[config.mk]
export PLATFORM = sky130hd
export DESIGN_NAME = dsr_serial_formatter
export DESIGN_NICKNAME = d
export VERILOG_FILES = /design/src/rtl/dsr_fmt_pkg.sv /design/src/rtl/dsr_in_sync.sv /design/src/rtl/dsr_code_map.sv /design/src/rtl/dsr_shift_out.sv /design/src/rtl/dsr_serial_formatter.sv
export SDC_FILE = /design/constraint.sdc
export NUM_CORES = 1
export LEC_CHECK = 0
export ABC_AREA = 1
export BUFFER_PORTS_ARGS = -buffer_cell sky130_fd_sc_hd__buf_2
export CAP_MARGIN = 15
export CORE_MARGIN = 2
export CORE_UTILIZATION = 53
export DETAILED_ROUTE_END_ITERATION = 10
export HOLD_SLACK_MARGIN = 0.02
export PLACE_DENSITY_LB_ADDON = 0.12
export SETUP_SLACK_MARGIN = 0.2
export SYNTH_ARGS = -nofsm -noshare
export SYNTH_HDL_FRONTEND = slang
export SYNTH_SLANG_ARGS = --single-unit
export TNS_END_PERCENT = 5
[constraint.sdc]
create_clock -name clk -period 1.2 [get_ports clk]
set_input_delay 0.24 -clock clk [delete_from_list [all_inputs] [get_ports clk]]
set_output_delay 0.24 -clock clk [all_outputs]
set_load 0.005 [all_outputs]
[src/rtl/dsr_fmt_pkg.sv]
package dsr_fmt_pkg;
   // serial clock events seen inside the system clock domain
   typedef struct packed {
      logic rise;
      logic fall;
   } sck_evt_t;

   // status bit plus dummy bit above the sign/data field
   localparam int unsigned HDR_BITS = 2;
endpackage

[src/rtl/dsr_in_sync.sv]
module dsr_in_sync #(
   parameter int   STAGES  = 2,
   parameter logic RST_VAL = 1'b0
) (
   input  logic clk,
   input  logic rst_n,
   input  logic d,
   output logic q
);
   generate
      if (STAGES == 0) begin : g_direct
         assign q = d;
      end else begin : g_chain
         logic [STAGES-1:0] ff;
         always_ff @(posedge clk or negedge rst_n) begin
            if (!rst_n) begin
               ff <= {STAGES{RST_VAL}};
            end else begin
               ff[0] <= d;
               for (int i = 1; i < STAGES; i++) begin
                  ff[i] <= ff[i-1];
               end
            end
         end
         assign q = ff[STAGES-1];
      end
   endgenerate
endmodule

[src/rtl/dsr_code_map.sv]
module dsr_code_map #(
   parameter int RES_W     = 20,
   parameter int DATA_BITS = 16,
   localparam int FW       = DATA_BITS + 2
) (
   input  logic signed [RES_W-1:0] res_i,
   input  logic                    zero_sign_i,
   output logic        [FW-1:0]    code_o
);
   localparam logic signed [RES_W-1:0] FS_POS = RES_W'(2 ** DATA_BITS);
   localparam logic signed [RES_W-1:0] FS_NEG = -FS_POS;
   localparam logic [FW-1:0] MID  = {2'b10, {DATA_BITS{1'b0}}};
   localparam logic [FW-1:0] OVER = {2'b11, {DATA_BITS{1'b0}}};
   localparam logic [FW-1:0] UNDR = {2'b00, {DATA_BITS{1'b1}}};

   always_comb begin
      if (res_i >= FS_POS) begin
         code_o = OVER;
      end else if (res_i < FS_NEG) begin
         code_o = UNDR;
      end else if (res_i == '0) begin
         code_o = zero_sign_i ? MID : '0;
      end else begin
         code_o = res_i[FW-1:0] + MID;
      end
   end
endmodule

[src/rtl/dsr_shift_out.sv]
module dsr_shift_out #(
   parameter int WORD_W = 24,
   parameter int POS_W  = 5
) (
   input  logic              clk,
   input  logic              rst_n,
   input  logic              load_i,
   input  logic [WORD_W-1:0] word_i,
   input  logic              shift_i,
   output logic              sdo_o,
   output logic [POS_W-1:0]  pos_o
);
   logic [WORD_W-1:0] sr;

   always_ff @(posedge clk or negedge rst_n) begin
      if (!rst_n) begin
         sr    <= {1'b1, {(WORD_W-1){1'b0}}};
         pos_o <= '0;
      end else if (load_i) begin
         sr    <= word_i;
         pos_o <= '0;
      end else if (shift_i) begin
         sr <= {sr[WORD_W-2:0], 1'b0};
         if (pos_o != POS_W'(WORD_W)) pos_o <= pos_o + 1'b1;
      end
   end

   assign sdo_o = sr[WORD_W-1];
endmodule

[src/rtl/dsr_serial_formatter.sv]
module dsr_serial_formatter
   import dsr_fmt_pkg::*;
#(
   parameter int RES_W       = 20,
   parameter int DATA_BITS   = 16,
   parameter int TAIL_BITS   = 4,
   parameter int SYNC_STAGES = 2
) (
   input  logic                    clk,
   input  logic                    rst_n,
   input  logic signed [RES_W-1:0] res_i,
   input  logic                    res_valid_i,
   input  logic                    dbl_rate_i,
   input  logic                    sck_i,
   input  logic                    cs_n_i,
   output logic                    sdo_o,
   output logic                    ready_o
);
   localparam int FW     = DATA_BITS + 2;
   localparam int WORD_W = HDR_BITS + FW + TAIL_BITS;
   localparam int POS_W  = $clog2(WORD_W + 1);

   generate
      if (RES_W < FW || RES_W > 31) begin : g_bad_res_w
         $error("RES_W must cover DATA_BITS+2 and stay below 32");
      end
      if (DATA_BITS < 2) begin : g_bad_data
         $error("DATA_BITS must be at least 2");
      end
      if (TAIL_BITS < 0 || SYNC_STAGES < 0) begin : g_bad_misc
         $error("TAIL_BITS and SYNC_STAGES must not be negative");
      end
   endgenerate

   // host pins into the clk domain
   logic     cs_n_s, sck_s, sck_d, cs_sel;
   sck_evt_t evt;

   dsr_in_sync #(.STAGES(SYNC_STAGES), .RST_VAL(1'b1)) u_cs_sync (
      .clk(clk), .rst_n(rst_n), .d(cs_n_i), .q(cs_n_s)
   );
   dsr_in_sync #(.STAGES(SYNC_STAGES), .RST_VAL(1'b0)) u_sck_sync (
      .clk(clk), .rst_n(rst_n), .d(sck_i), .q(sck_s)
   );

   always_ff @(posedge clk or negedge rst_n) begin
      if (!rst_n) sck_d <= 1'b0;
      else        sck_d <= sck_s;
   end

   assign cs_sel   = ~cs_n_s;
   assign evt.rise = sck_s & ~sck_d & cs_sel;
   assign evt.fall = ~sck_s & sck_d & cs_sel;

   // zero-sign phase and encoding
   logic          zphase;
   logic          zero_sign;
   logic [FW-1:0] new_code;

   assign zero_sign = dbl_rate_i ? zphase : 1'b1;

   dsr_code_map #(.RES_W(RES_W), .DATA_BITS(DATA_BITS)) u_map (
      .res_i(res_i), .zero_sign_i(zero_sign), .code_o(new_code)
   );

   always_ff @(posedge clk or negedge rst_n) begin
      if (!rst_n)           zphase <= 1'b1;
      else if (res_valid_i) zphase <= dbl_rate_i ? ~zphase : 1'b1;
   end

   // pending result and deferred result
   logic [FW-1:0]    pend_code, hold_code;
   logic             pend, hold_v;
   logic [POS_W-1:0] bit_pos;
   logic             last_rise;

   assign last_rise = evt.rise && (bit_pos == POS_W'(WORD_W - 1));

   always_ff @(posedge clk or negedge rst_n) begin
      if (!rst_n) begin
         pend_code <= '0;
         hold_code <= '0;
         pend      <= 1'b0;
         hold_v    <= 1'b0;
      end else if (!cs_sel) begin
         if (res_valid_i) begin
            pend_code <= new_code;
            pend      <= 1'b1;
            hold_v    <= 1'b0;
         end else if (hold_v) begin
            pend_code <= hold_code;
            pend      <= 1'b1;
            hold_v    <= 1'b0;
         end
      end else begin
         if (res_valid_i) begin
            hold_code <= new_code;
            hold_v    <= 1'b1;
         end
         if (last_rise) pend <= 1'b0;
      end
   end

   // word assembly and shifter
   logic [WORD_W-1:0] word;

   generate
      if (TAIL_BITS > 0) begin : g_tail
         assign word = {~pend, 1'b0, pend_code, {TAIL_BITS{1'b0}}};
      end else begin : g_no_tail
         assign word = {~pend, 1'b0, pend_code};
      end
   endgenerate

   dsr_shift_out #(.WORD_W(WORD_W), .POS_W(POS_W)) u_shift (
      .clk(clk), .rst_n(rst_n), .load_i(~cs_sel), .word_i(word),
      .shift_i(evt.fall), .sdo_o(sdo_o), .pos_o(bit_pos)
   );

   assign ready_o = pend;
endmodule

==> summary by stage, run 1 <==
Routing
The first routing iteration left around 130 violations. For this block, the routed nets add up to 6930 um of wire. For this run, the detailed router's first-pass iteration total came to 4. Dividing the detail-routed via count by the number of cells gives 5.02. The count of nets left with antenna violations once routing finished came out at 0. The average wire per cell in the routed design is 13.5 um. The routed via count is ~2600. After detailed routing, the number of remaining DRC violations is 0.

Place
The final weighted congestion of routability-driven global placement is ~0.78. The post-placement cell count is about 490. In this run the tool buffered the top-level ports with 27 buffer cells. Summing all placed instances gives a cell area of about 0.0038 mm2.

The HPWL after detailed placement is between 4000 and 5000 um.

Worst setup path
The worst endpoint data arrival time is approximately 1600 ps. The number of cells on the worst reg-to-reg path is 6. The slack of the worst reg-to-reg path is -120 ps. The worst register-to-register path ends at pend_code[2]. The worst path required time is approximately 1400 ps. The critical path is of the register to register type. The worst register-to-register path begins at u_cs_sync.g_chain.ff[1]. Following the worst setup path forward leads to its endpoint at pend_code[2]. The endpoint type of the worst setup path is a register. The worst-path maximum fanout is 6. The critical path starts at u_cs_sync.g_chain.ff[1]. The worst setup path is launched from a register.

Timing
Derived from the worst setup path, the maximum achievable clock frequency is between 700 and 800 MHz. The transition time of the tightest slew-check pin is 307 ps. The count of pins over their slew limit is 0. The final-layout setup total negative slack is -3090 ps. Between clock sinks in the finished design, the worst skew comes to between 2 and 2.5 ps. The final critical path takes up 110% of the cycle.

The total of endpoints with negative setup slack in the final report is 40. The hold violation count in the final report is 0. The max-slew headroom at the worst pin is between 70 and 80%. Setup repair after global routing could not meet its margin everywhere. Counting I/O delays and the setup requirement, the final critical path takes 1320 ps. The worst setup margin is -118 ps.

CTS
Clock tree synthesis selected as its root buffer the cell clkbuf_8. The clock tree buffer depth is 2. The clock latency on the worst-skew pair is about 330 ps. The clock tree synthesis step divided the H-tree into 3 levels. The CTS tree is built.

The register clock-pin slew on the reported worst setup and hold paths is approximately 70 ps. The number of sinks on the clock net is between 60 and 70. Clock tree synthesis inserted a total of 9 buffers.

Floorplan
The die covers around 0.0068 mm2. The width of the die is roughly 82 um. The area of the core is slightly below 0.006 mm2. The die span in y is around 80 um.

After floorplanning, the core was divided into 28 placement rows. The top-level I/O count is 28. The initial core utilization is between 50 and 60%.

Global routing
The total track usage is a little under a quarter. The first global-routing pass estimated approximately 11000 um of wire. Entering global routing, the biggest net connects 31 pins.

The via count of the first global-routing pass was about 2400. The initial antenna violation count is 0. The overflow left after global routing is 0.

Pwr
Dividing total power by cell area gives a power density of around 1400 mW/mm2. IR analysis of the VDD net gives a maximum drop of just under 0.8 mV. The total power consumption of the routed design is around 5.7 mW.

The analysis attributes to cell leakage a power of a little under 2 nW.

Yosys
Synthesis handed over a netlist of between 300 and 400 instances. The number of warnings issued by yosys is 0. The average instance area after synthesis is ~8.6 um2. The synthesized flop and latch total is 69.

The share of synthesized area occupied by flip-flops and latches is between 50 and 60%. The mapped netlist covers between 0.003 and 0.004 mm2. After synthesis, the netlist uses 34 different library cells. Synthesis produced a netlist with a net count of 405.

Finish
The antenna cell count is 0. The number of nets in the layout is around 460. The library cells used most frequently in the layout, excluding fill and tap cells, are 93 x nand2_1, 63 x dfrtp_1, 30 x o21ai_1. The post-route core utilization is between 70% and 80%.

The area of all placed cells without fillers is ~0.0042 mm2. The layout cell share with drive strength beyond 1 is 33.5%. The count of non-filler cells in the finished layout is 514. The library cell used most frequently in the layout, excluding fill and tap cells, is nand2_1. Compared with the post-synthesis result, the final layout area differs by 30.0%.

Job
The max-cap violation count is 0.

Status
The checks that failed: setup timing. The run finished, with violations left.

Worst hold path
The min-delay analysis places its worst path in the category primary input to register.
-- how the worst min path moves through the flow --
stage               startpoint      endpoint  slack (ps)  depth (start not counted)
floorplan                rst_n  hold_code[0]         -60                          0
global placement         rst_n       ready_o         140                          1
detailed placement       rst_n       ready_o         140                          1
finish              dbl_rate_i        zphase         160                          4
global route        dbl_rate_i        zphase         170                          4
CTS                 dbl_rate_i        zphase         150                          4
-- cell families after synthesis --
group	Yosys count	share of synthesized area, %
compound gates	100	18.8
xor+xnor	1	0.269
fa+ha+maj	2	0.768
buf+inv	52	7.64
flops	69	53.2
mux	3	1.04
simple gates	150	18.3
-- cells in the mapped netlist --
| cell | instances | area share, % |
|---|---|---|
| o22ai_1 | 1 | 0.19 |
| a21oi_2 | 10 | 2.7 |
| nor2_4 | 1 | 0.35 |
| o21ai_0 | 23 | 3.5 |
| a31oi_1 | 2 | 0.38 |
| dfstp_2 | 4 | 3.2 |
| o211ai_1 | 15 | 3.5 |
| buf_6 | 2 | 0.69 |
| o21ai_1 | 31 | 4.8 |
| buf_12 | 1 | 0.61 |
| nand2_2 | 2 | 0.38 |
| inv_2 | 7 | 0.81 |
| nand4_1 | 1 | 0.19 |
| o21ai_2 | 1 | 0.27 |
| a21oi_4 | 1 | 0.50 |
| clkbuf_1 | 2 | 0.23 |
| nand3_1 | 5 | 0.77 |
| nor3_2 | 1 | 0.31 |
| nor2_1 | 29 | 3.3 |
| buf_4 | 2 | 0.46 |
| xor2_1 | 1 | 0.27 |
| buf_2 | 11 | 1.7 |
| ha_1 | 2 | 0.77 |
| o21a_1 | 2 | 0.46 |
| inv_1 | 26 | 3.0 |
| clkbuf_2 | 1 | 0.15 |
| and3_1 | 1 | 0.19 |
| or2_2 | 1 | 0.19 |
| nand2_1 | 109 | 13 |
| o21ai_4 | 1 | 0.50 |
| dfrtp_1 | 65 | 50 |
| a21oi_1 | 12 | 1.8 |
| mux2_2 | 3 | 1.0 |
| o31ai_1 | 1 | 0.23 |
-- layer usage --
layer	track usage [%]	vias up	wire, um
met5	0	-	0
met4	8.50	0	93
met3	4.57	9	172
met2	33.5	36	3180
met1	32.9	1186	3480
li1	-	1350	-
-- state kept, by name, indices dropped and copies added (netlist names) --
register,cells
zphase,1
ready_o,1
u_sck_sync.g_chain.ff,2
hold_v,1
pend_code,18
sck_d,1
u_shift.sr,20
u_cs_sync.g_chain.ff,2
hold_code,18
u_shift.pos_o,5
-- layout make-up --
class	instances	area [um2]
multi-input combinational	256	1450
inverter	33	129
clock buffer	14	173
tap	75	93.8
timing repair buffer	66	649
fill	440	1690
clock inverter	1	5.00
sequential	69	1730
-- through the flow --
step	worst slack, ps	hold WS, ps
after floorplan	31.7	-55.6
after global placement	-58.8	138
after detailed placement	-120	143
after CTS	-89.3	148
after global routing	-216	171
final	-118	157
-- report_power, final --
| group | switching (mW) | total (mW) | leakage, nW | internal [mW] |
|---|---|---|---|---|
| combinational | 0.603 | 1.14 | 1.05 | 0.538 |
| clock | 0.812 | 1.72 | 0.0926 | 0.908 |
| sequential | 0.197 | 2.86 | 0.831 | 2.66 |
-- worst max-delay path, cell delays in order (launching register included) --
cell and delay, ps:
dfstp_2 580, buf_12 130, o21ai_4 90, buf_12 150, a21oi_2 90, o21ai_1 80
o21a_1 100
-- timing repair --
action	4_1_cts	5_1_grt
setup endpoints to repair	64	64
gates cloned	1	2
pin swaps	2	10
setup buffers	3	2
resized for setup	6	35
hold buffers	3	0
hold endpoints to repair	8	0
Power figures use the tool's default switching activity.
==> run 2, diff against run 1 <==
--- a/config.mk
+++ b/config.mk
@@ -10,8 +10,10 @@
 export CAP_MARGIN = 15
 export CORE_MARGIN = 2
 export CORE_UTILIZATION = 53
+export CTS_CLUSTER_DIAMETER = 120
 export DETAILED_ROUTE_END_ITERATION = 10
 export HOLD_SLACK_MARGIN = 0.02
+export MAX_ROUTING_LAYER = met4
 export PLACE_DENSITY_LB_ADDON = 0.12
 export SETUP_SLACK_MARGIN = 0.2
 export SYNTH_ARGS = -nofsm -noshare
==> run 2 against run 1 <==
  * The flow still finishes with violations (setup timing)
  * Clock skew up 0.95 ps
  * Sequential cell count unchanged
  * Clock-buffer cell count unchanged
  * Non-clock buffer count unchanged
  * Power is 0.10% higher
  * First-iteration DRC count down 0.76%
  * Combinational power about the same
  * Critical path depth did not move
  * Utilization unchanged
  * Global-route usage increased by 0.65 points
  * Critical path type unchanged
  * Critical endpoint unchanged
  * Largest power group unchanged
==> summary by stage, run 2 (synthesis gave the netlist of run 1 again) <==
Global routing
The largest net degree at the start of global routing is 31 (unchanged). The total track usage was 23.3% (+0.65 points). The via count of the first global-routing pass came to 2443 (+0.37%).

The overflow left after global routing is 0 (unchanged). The initial antenna violation count is 0 (unchanged). The wire length of the first global-routing pass came to 11400 um (about the same).

Worst setup path
The kind of cell adding the most delay to the critical path is flip-flops. Walking the worst path, the cells encountered are buf_12 > o21ai_4 > buf_12 > a21oi_2 > o21ai_1 > o21a_1. The delay of the slowest cell on the worst path came to 580 ps (about the same). The library cell contributing the largest single delay on the critical path is dfstp_2.

The endpoint type of the worst setup path is a register. Among the stages of the critical path, the cell type that occurs most often is buf_12. The worst endpoint data arrival time is 1550 ps (about the same). The critical path is of the register to register type. The worst path required time is 1430 ps (about the same).

The buffers plus inverters on the worst setup path was 2 (unchanged). The worst-path maximum fanout was 6 (unchanged). The worst setup path is launched from a register.

CTS
The register clock-pin slew on the reported worst setup and hold paths is 70 ps (about the same). The clock tree buffer depth came to 2 (unchanged). The clock latency on the worst-skew pair is 340 ps (about the same). The number of H-tree branching levels came to 3 (unchanged). The CTS tree is built. The root buffer cell is clkbuf_8.

The number of sinks on the clock net is 69 (unchanged). The number of clock buffers inserted by TritonCTS is 9 (unchanged).

Finish
The layout filler cell count is 440 (unchanged). The post-route core utilization is 71.5% (unchanged). The area added between synthesis and finish came to 30.0% (unchanged). The largest registers in the layout are u_shift.sr x20, hold_code x18, pend_code x18. The register containing the most flip-flops in the final layout is u_shift.sr.

In the layout the commonest cells are 93 x nand2_1, 63 x dfrtp_1, 30 x o21ai_1. The number of nets in the layout is 463 (unchanged). The count of non-filler cells in the finished layout is 514 (unchanged). The antenna cell count came to 0 (unchanged). The number of flip-flops in the largest register is 20 (unchanged). The layout cell share with drive strength beyond 1 is 33.5% (unchanged).

Leaving out fill and tap cells, the most frequent cell in the layout is nand2_1.

Floorplan
The area of the core is 0.00592 mm2 (unchanged). The die span in y came to 82.4 um (unchanged). The initial core utilization is 55.0% (unchanged). The number of placement rows is 28 (unchanged).

The top-level I/O count was 28 (unchanged). The width of the die was 82.4 um (unchanged). The area of the die is 0.00679 mm2 (unchanged).

Timing
The highest clock rate came to 759 MHz (about the same). The final setup skew is 3.28 ps (+0.950 ps). The final-layout setup total negative slack is -3040 ps (+54.7 ps). The hold violation count in the final report is 0 (unchanged). Setup repair after global routing could not meet its margin everywhere.

The transition time of the tightest slew-check pin came to 304 ps (-3.01 ps). The max-slew headroom at the worst pin is 79.8% (+0.20 points). The share of the clock period used by the worst path was 110% (about the same).

The post-route minimum period is 1320 ps (-0.323 ps). The total of endpoints with negative setup slack in the final report was 40 (unchanged). The count of pins over their slew limit was 0 (unchanged). The worst setup margin is -118 ps (+0.323 ps).

Place
The count of input and output buffers was 27 (unchanged). The placed wire-length estimate after detailed placement is 4740 um (unchanged). The post-placement cell count is 488 (unchanged).

The final weighted congestion of routability-driven global placement came to 0.794 (+1.4%).

Routing
The average wire per cell in the routed design is 13.5 um (unchanged). The number of remaining DRC errors is 0 (unchanged). The routed via count is 2586 (+0.19%).

The number of nets with antenna violations after routing was 0 (unchanged). The first-pass iteration count of the detailed router was 4 (unchanged). The post-detailed-route via-to-cell ratio is 5.03 (+0.19%). The violation count after the first detailed-routing iteration is 131 (-0.76%).

The final routed wirelength across all metal layers was 6930 um (unchanged).

Status
The final reports fail on setup timing. The flow ran to the end, but the final reports show violations.

Job
The max-cap violation count was 0 (unchanged).

Pwr
The power density of the placed cells is 1350 mW/mm2 (+0.10%). The static leakage was 1.98 nW (unchanged). The maximum VDD drop is 0.783 mV (-0.14%).

Worst hold path
The kind of path behind the tightest hold check is primary input to register.
==> run 2: worst paths after layout <==
| path | start | depth (start not counted) | endpoint | slack [ps] |
|---|---|---|---|---|
| setup / recovery | u_cs_sync.g_chain.ff[1] | 6 | pend_code[2] | -120 |
| min in group asynchronous | rst_n | 2 | u_shift.sr[5] | 310 |
| hold reg to reg | u_sck_sync.g_chain.ff[0] | 0 | u_sck_sync.g_chain.ff[1] | 360 |
| max in group asynchronous | rst_n | 3 | u_cs_sync.g_chain.ff[0] | 370 |
| setup reg to reg | u_cs_sync.g_chain.ff[1] | 6 | pend_code[2] | -120 |
| hold / removal | dbl_rate_i | 4 | zphase | 150 |
==> run 2: area by class of cell <==
cell class	instances	area (um2)	share of cell area, %
inverters	33	129	3.04
flip-flops and latches	69	1730	41.0
multi-input cells	256	1450	34.2
clock inverters	1	5.00	0.118
repair buffers	66	649	15.3
well taps	75	93.8	2.22
clock buffers	14	173	4.08
==> run 2: per-layer routing <==
| layer | global-route usage (%) | vias to the layer above | wire length (um) |
|---|---|---|---|
| li1 | - | 1348 | - |
| met1 | 32.9 | 1185 | 3430 |
| met2 | 33.5 | 47 | 3180 |
| met3 | 4.57 | 6 | 239 |
| met4 | 8.50 | 0 | 71 |
| met5 | - | - | 0 |
==> run 2: worst register-to-register path, delay by kind of cell, from the launching register on <==
family	cells	cell delay, ps
AO/OA/AOI/OAI	4	350
buffers and inverters	2	280
flip-flops	1	580
==> run 2: timing repair <==
item	4_1_cts	5_1_grt
pin swaps	2	10
hold buffers	3	0
endpoints found under the hold margin	8	0
buffers inserted	3	2
gates cloned	1	2
resized for setup	6	35
setup endpoints to repair	64	64
==> run 2: report_power, final <==
group / switching [mW] / internal, mW / total [mW]
combinational: 0.603 / 0.538 / 1.14
sequential: 0.196 / 2.66 / 2.86
clock: 0.817 / 0.908 / 1.73
==> run 2: metrics by stage <==
| stage | power, mW | worst slack (ps) | area (um2) | hold slack [ps] |
|---|---|---|---|---|
| after floorplan | 3.47 | 31.7 | 3330 | -55.6 |
| after global placement | 3.81 | -58.8 | 3750 | 138 |
| after detailed placement | 3.86 | -120 | 3750 | 143 |
| after CTS | 5.63 | -89.3 | 4060 | 148 |
| after global routing | 6.04 | -216 | 4230 | 171 |
| final | 5.72 | -118 | 4230 | 154 |
==> run 3, diff against run 2 <==
--- a/config.mk
+++ b/config.mk
@@ -9,7 +9,7 @@
 export BUFFER_PORTS_ARGS = -buffer_cell sky130_fd_sc_hd__buf_2
 export CAP_MARGIN = 15
 export CORE_MARGIN = 2
-export CORE_UTILIZATION = 53
+export CORE_UTILIZATION = 54
 export CTS_CLUSTER_DIAMETER = 120
 export DETAILED_ROUTE_END_ITERATION = 10
 export HOLD_SLACK_MARGIN = 0.02
@@ -18,5 +18,6 @@
 export SETUP_SLACK_MARGIN = 0.2
 export SYNTH_ARGS = -nofsm -noshare
 export SYNTH_HDL_FRONTEND = slang
+export SYNTH_HIERARCHICAL = 1
 export SYNTH_SLANG_ARGS = --single-unit
 export TNS_END_PERCENT = 5
==> run 3 against run 2 <==
  * Highest routed layer unchanged
  * Die area is 12% higher
  * Via count is 14% higher
  * Sequential cell count is 4 higher
  * Combinational power is 11% lower
  * The flow still finishes with violations (setup timing)
  * Final cell count is 17% higher
  * Largest cell class unchanged
==> summary by stage, run 3 <==
Worst setup path
The critical path goes through buf_6 > nor2_4 > inv_4 > buf_12 > o221ai_2. The slack of the worst reg-to-reg path is -90 ps (+30 ps). The worst setup path is launched from a register. The worst endpoint data arrival time is 1520 ps (-30 ps). The worst path required time is 1430 ps (about the same). The critical path start-end classification is register to register. The number of cells on the worst reg-to-reg path is 5 (-1).

The capturing point of the worst reg2reg path is u_shift/sr[6]. The launch point of the critical path is u_cs_sync/g_chain.ff[1]. STA classifies the critical path endpoint as a register. The library cell contributing the largest single delay on the critical path is dfstp_2.

The worst-path maximum fanout is 10 (+4). The worst register-to-register path begins at u_cs_sync/g_chain.ff[1]. The delay of the slowest cell on the worst path came to 650 ps (+70 ps).

Floorplan
The die span in y is 87.1 um (+5.8%). The width of the die is 87.1 um (+5.8%). The number of placement rows came to 30 (+7.1%). The area of the die is 0.00759 mm2 (+12%). The area of the core is 0.00676 mm2 (+14%). The top-level I/O count is 28 (unchanged). The initial core utilization is 55.2% (+0.23 points).

Yosys
For this run, the leading register cell type out of synthesis is dfrtp_1. The total standard cell area after synthesis is 0.00373 mm2 (+15%). The count of unique library cells instantiated by Yosys is 30 (-12%). Among all cell types in the netlist, the one instantiated most often is nand2_1.

The number of warnings issued by yosys is 6 (+6). The average instance area after synthesis is 8.15 um2 (-5.7%). The number of flops mapped to enable cells by yosys is 0 (unchanged). The XOR/XNOR share of the synthesized area is 0.469% (+0.20 points). After synthesis, the cell types taking the most area are dfrtp_1 46%, nand2_1 20%, o221ai_2 7.6%, nor2_1 5.0%, inv_1 4.0%. The library cell with the largest summed area after synthesis is dfrtp_1. The area share of fa/ha/maj cells after synthesis is 0.670% (-0.098 points). The share of the synthesized area in compound gates (AO/OA/AOI/OAI) came to 9.89% (-8.9 points). The share of Yosys cell area claimed by the top area cell type is 46.3% (-3.7 points). After synthesis, the largest family of logic cells by area is simple AND/OR/NAND/NOR gates.

The share of synthesized area occupied by flip-flops and latches is 49.1% (-4.1 points). The synthesized flop and latch total was 73 (+5.8%). The post-synthesis async set-or-reset flop share is 100% (unchanged). The synthesized instance count was 458 (+21%). After synthesis, the most frequently instantiated cells are 202 x nand2_1, 69 x dfrtp_1, 50 x nor2_1. The multiplexer area fraction after synthesis is 0% (-1.0 points). The post-synthesis simple-gate area fraction is 30.4% (+12 points).

Routing
The average wire per cell in the routed design came to 11.9 um (-12%). The first-pass iteration count of the detailed router was 4 (unchanged). The number of nets with antenna violations after routing came to 0 (unchanged). The post-detailed-route via-to-cell ratio came to 4.93 (-2.1%).

The number of remaining DRC errors was 0 (unchanged). The violation count after the first detailed-routing iteration is 122 (-6.9%). The final routed wirelength across all metal layers is 7130 um (+2.9%). The routed via count was 2955 (+14%).

Finish
The area added between synthesis and finish is 18.7%. The area taken by multi-input logic gates is 0.00161 mm2 (+11%). The register containing the most flip-flops in the final layout is u_shift/sr. The top cell types in the final layout, fill and taps aside, are 197 x nand2_1, 69 x dfrtp_1, 50 x nor2_1. The layout filler cell count is 575 (+31%). The number of nets in the layout was 543 (+17%).

The layout cell share with drive strength beyond 1 is 23.3% (-10 points). The largest registers in the layout are u_shift/sr x24, hold_code x18, pend_code x18. The combined flip-flop and latch cell area is 0.00183 mm2 (+5.6%). The antenna cell count was 0 (unchanged). Leaving out fill and tap cells, the most frequent cell in the layout is nand2_1. The post-route core utilization is 65.6% (-5.9 points). The number of flip-flops in the largest register is 24 (+20%).

Pwr
The static leakage came to 2.29 nW (+16%). The power density of the placed cells is 1330 mW/mm2 (-1.7%). The maximum VDD drop is 0.622 mV (-21%).

Timing
The share of the clock period used by the worst path is 108% (-2.1 points). The hold violation count in the final report is 0 (unchanged). The worst setup margin is -92.8 ps (+25.2 ps). The count of pins over their slew limit is 0 (unchanged).

The highest clock rate is 774 MHz (+2.0%). The final setup skew is 8.83 ps (+5.55 ps). Setup repair after global routing could not meet its margin everywhere. The final-layout setup total negative slack is -3400 ps (-359 ps).

The post-route minimum period is 1290 ps (-25.2 ps). The total of endpoints with negative setup slack in the final report is 66 (+65%).

CTS
The number of H-tree branching levels is 3 (unchanged). The register clock-pin slew on the reported worst setup and hold paths came to 80 ps (about the same). The CTS tree is built. The clock latency on the worst-skew pair was 350 ps (about the same). The root buffer cell is clkbuf_8. The number of sinks on the clock net is 73 (+5.8%). The clock tree buffer depth is 2 (unchanged). The number of clock buffers inserted by TritonCTS is 9 (unchanged).

Global routing
The most crowded layer after global routing is met2. The met2 global-route usage is 35.5% (+2.1 points). The met3 layer usage reported by global route came to 3.51% (-1.1 points).

The wire length of the first global-routing pass is 12800 um (+13%). The total track usage came to 22.1% (-1.2 points). The met1 global-route usage was 27.5% (-5.4 points). The initial antenna violation count came to 0 (unchanged). The overflow left after global routing is 0 (unchanged).

The largest net degree at the start of global routing is 74 (+140%). The via count of the first global-routing pass is 2958 (+21%).

Place
The final weighted congestion of routability-driven global placement is 0.787 (-0.79%). The count of input and output buffers is 27 (unchanged). The placed wire-length estimate after detailed placement is 4930 um (+4.0%).

Status
The final reports fail on setup timing. The flow ran to the end, but the final reports show violations.

Worst hold path
The kind of path behind the tightest hold check is primary input to register. The path with the worst hold slack has its endpoint at zphase. The cell count of the worst hold path is 4 (unchanged).

The worst hold path startpoint is dbl_rate_i.

Job
The max-cap violation count came to 0 (unchanged).
run 3: changes by cell type in the layout (fill, tap and decap cells not counted), moves of 17 or more:
cell	previous run	this run
nand3_1	3	24
o21ai_1	30	1
a21oi_2	17	0
o221ai_2	0	21
nand2_1	93	197
nor2_1	26	50
o21ai_0	21	3
run 3: report_power, final:
part	total (mW)	leakage [nW]	switching (mW)	internal [mW]
logic	1.02	1.27	0.598	0.421
clock network	1.96	0.0985	0.945	1.02
registers	2.91	0.921	0.137	2.77
run 3: area by class of cell:
type                            count  share of cell area (%)
Clock buffer                       10                    3.11
Clock inverter                      6                    1.52
Timing Repair Buffer               63                    11.7
Inverter                           44                    3.84
Multi-Input combinational cell    324                    36.3
Tap cell                           80                    2.26
Sequential cell                    73                    41.3
run 3: critical path, delay by kind of cell (launching register included):
kind	cells	cell delay [ps]
buffers and inverters	3	400
AND/OR/NAND/NOR	1	40
flip-flops	1	650
AO/OA/AOI/OAI	1	90
run 3: cell families (layout without fill, tap and decap cells):
family / Yosys count / in the layout
flip-flops: 73 / 73
AO/OA/AOI/OAI: 30 / 30
AND/OR/NAND/NOR: 285 / 285
buffers and inverters: 65 / 123
XOR/XNOR: 2 / 2
other: 1 / 5
adder cells (fa/ha/maj): 2 / 2
run 3: worst max path at each step:
stage / depth (start not counted) / end / slack (ps)
2_1_floorplan: 5 / u_shift/sr[10] / -50
3_3_place_gp: 10 / pend_code[16] / -200
5_1_grt: 6 / u_shift/pos_o[2] / -200
4_1_cts: 5 / u_shift/sr[19] / -120
6_report: 5 / u_shift/sr[6] / -90
3_5_place_dp: 10 / pend_code[16] / -220
run 3: metal layers:
metal / vias up / part of all wire (%)
met1: 1365 / 48
met4: 0 / 2.1
li1: 1531 / -
met2: 46 / 48
met5: - / 0
met3: 13 / 2.7
run 3: stage by stage:
stage / hold slack (ps) / cell area [um2] / total power [mW] / cells / setup WS, ps
after CTS: 143 / 4360 / 5.93 / 596 / -118
after detailed placement: 300 / 4070 / 3.92 / 575 / -220
after global placement: 301 / 4070 / 3.89 / 575 / -195
after global routing: 209 / 4430 / 6.24 / 600 / -200
after floorplan: -55.6 / 3760 / 3.63 / 462 / -51.8
final: 149 / 4430 / 5.89 / 600 / -92.8
run 3: repair_timing:
action,in CTS,in global routing
endpoints found under the hold margin,71,0
hold buffers,3,0
setup buffers,2,4
pin swaps,2,4
setup endpoints to repair,69,69
resized for setup,13,9
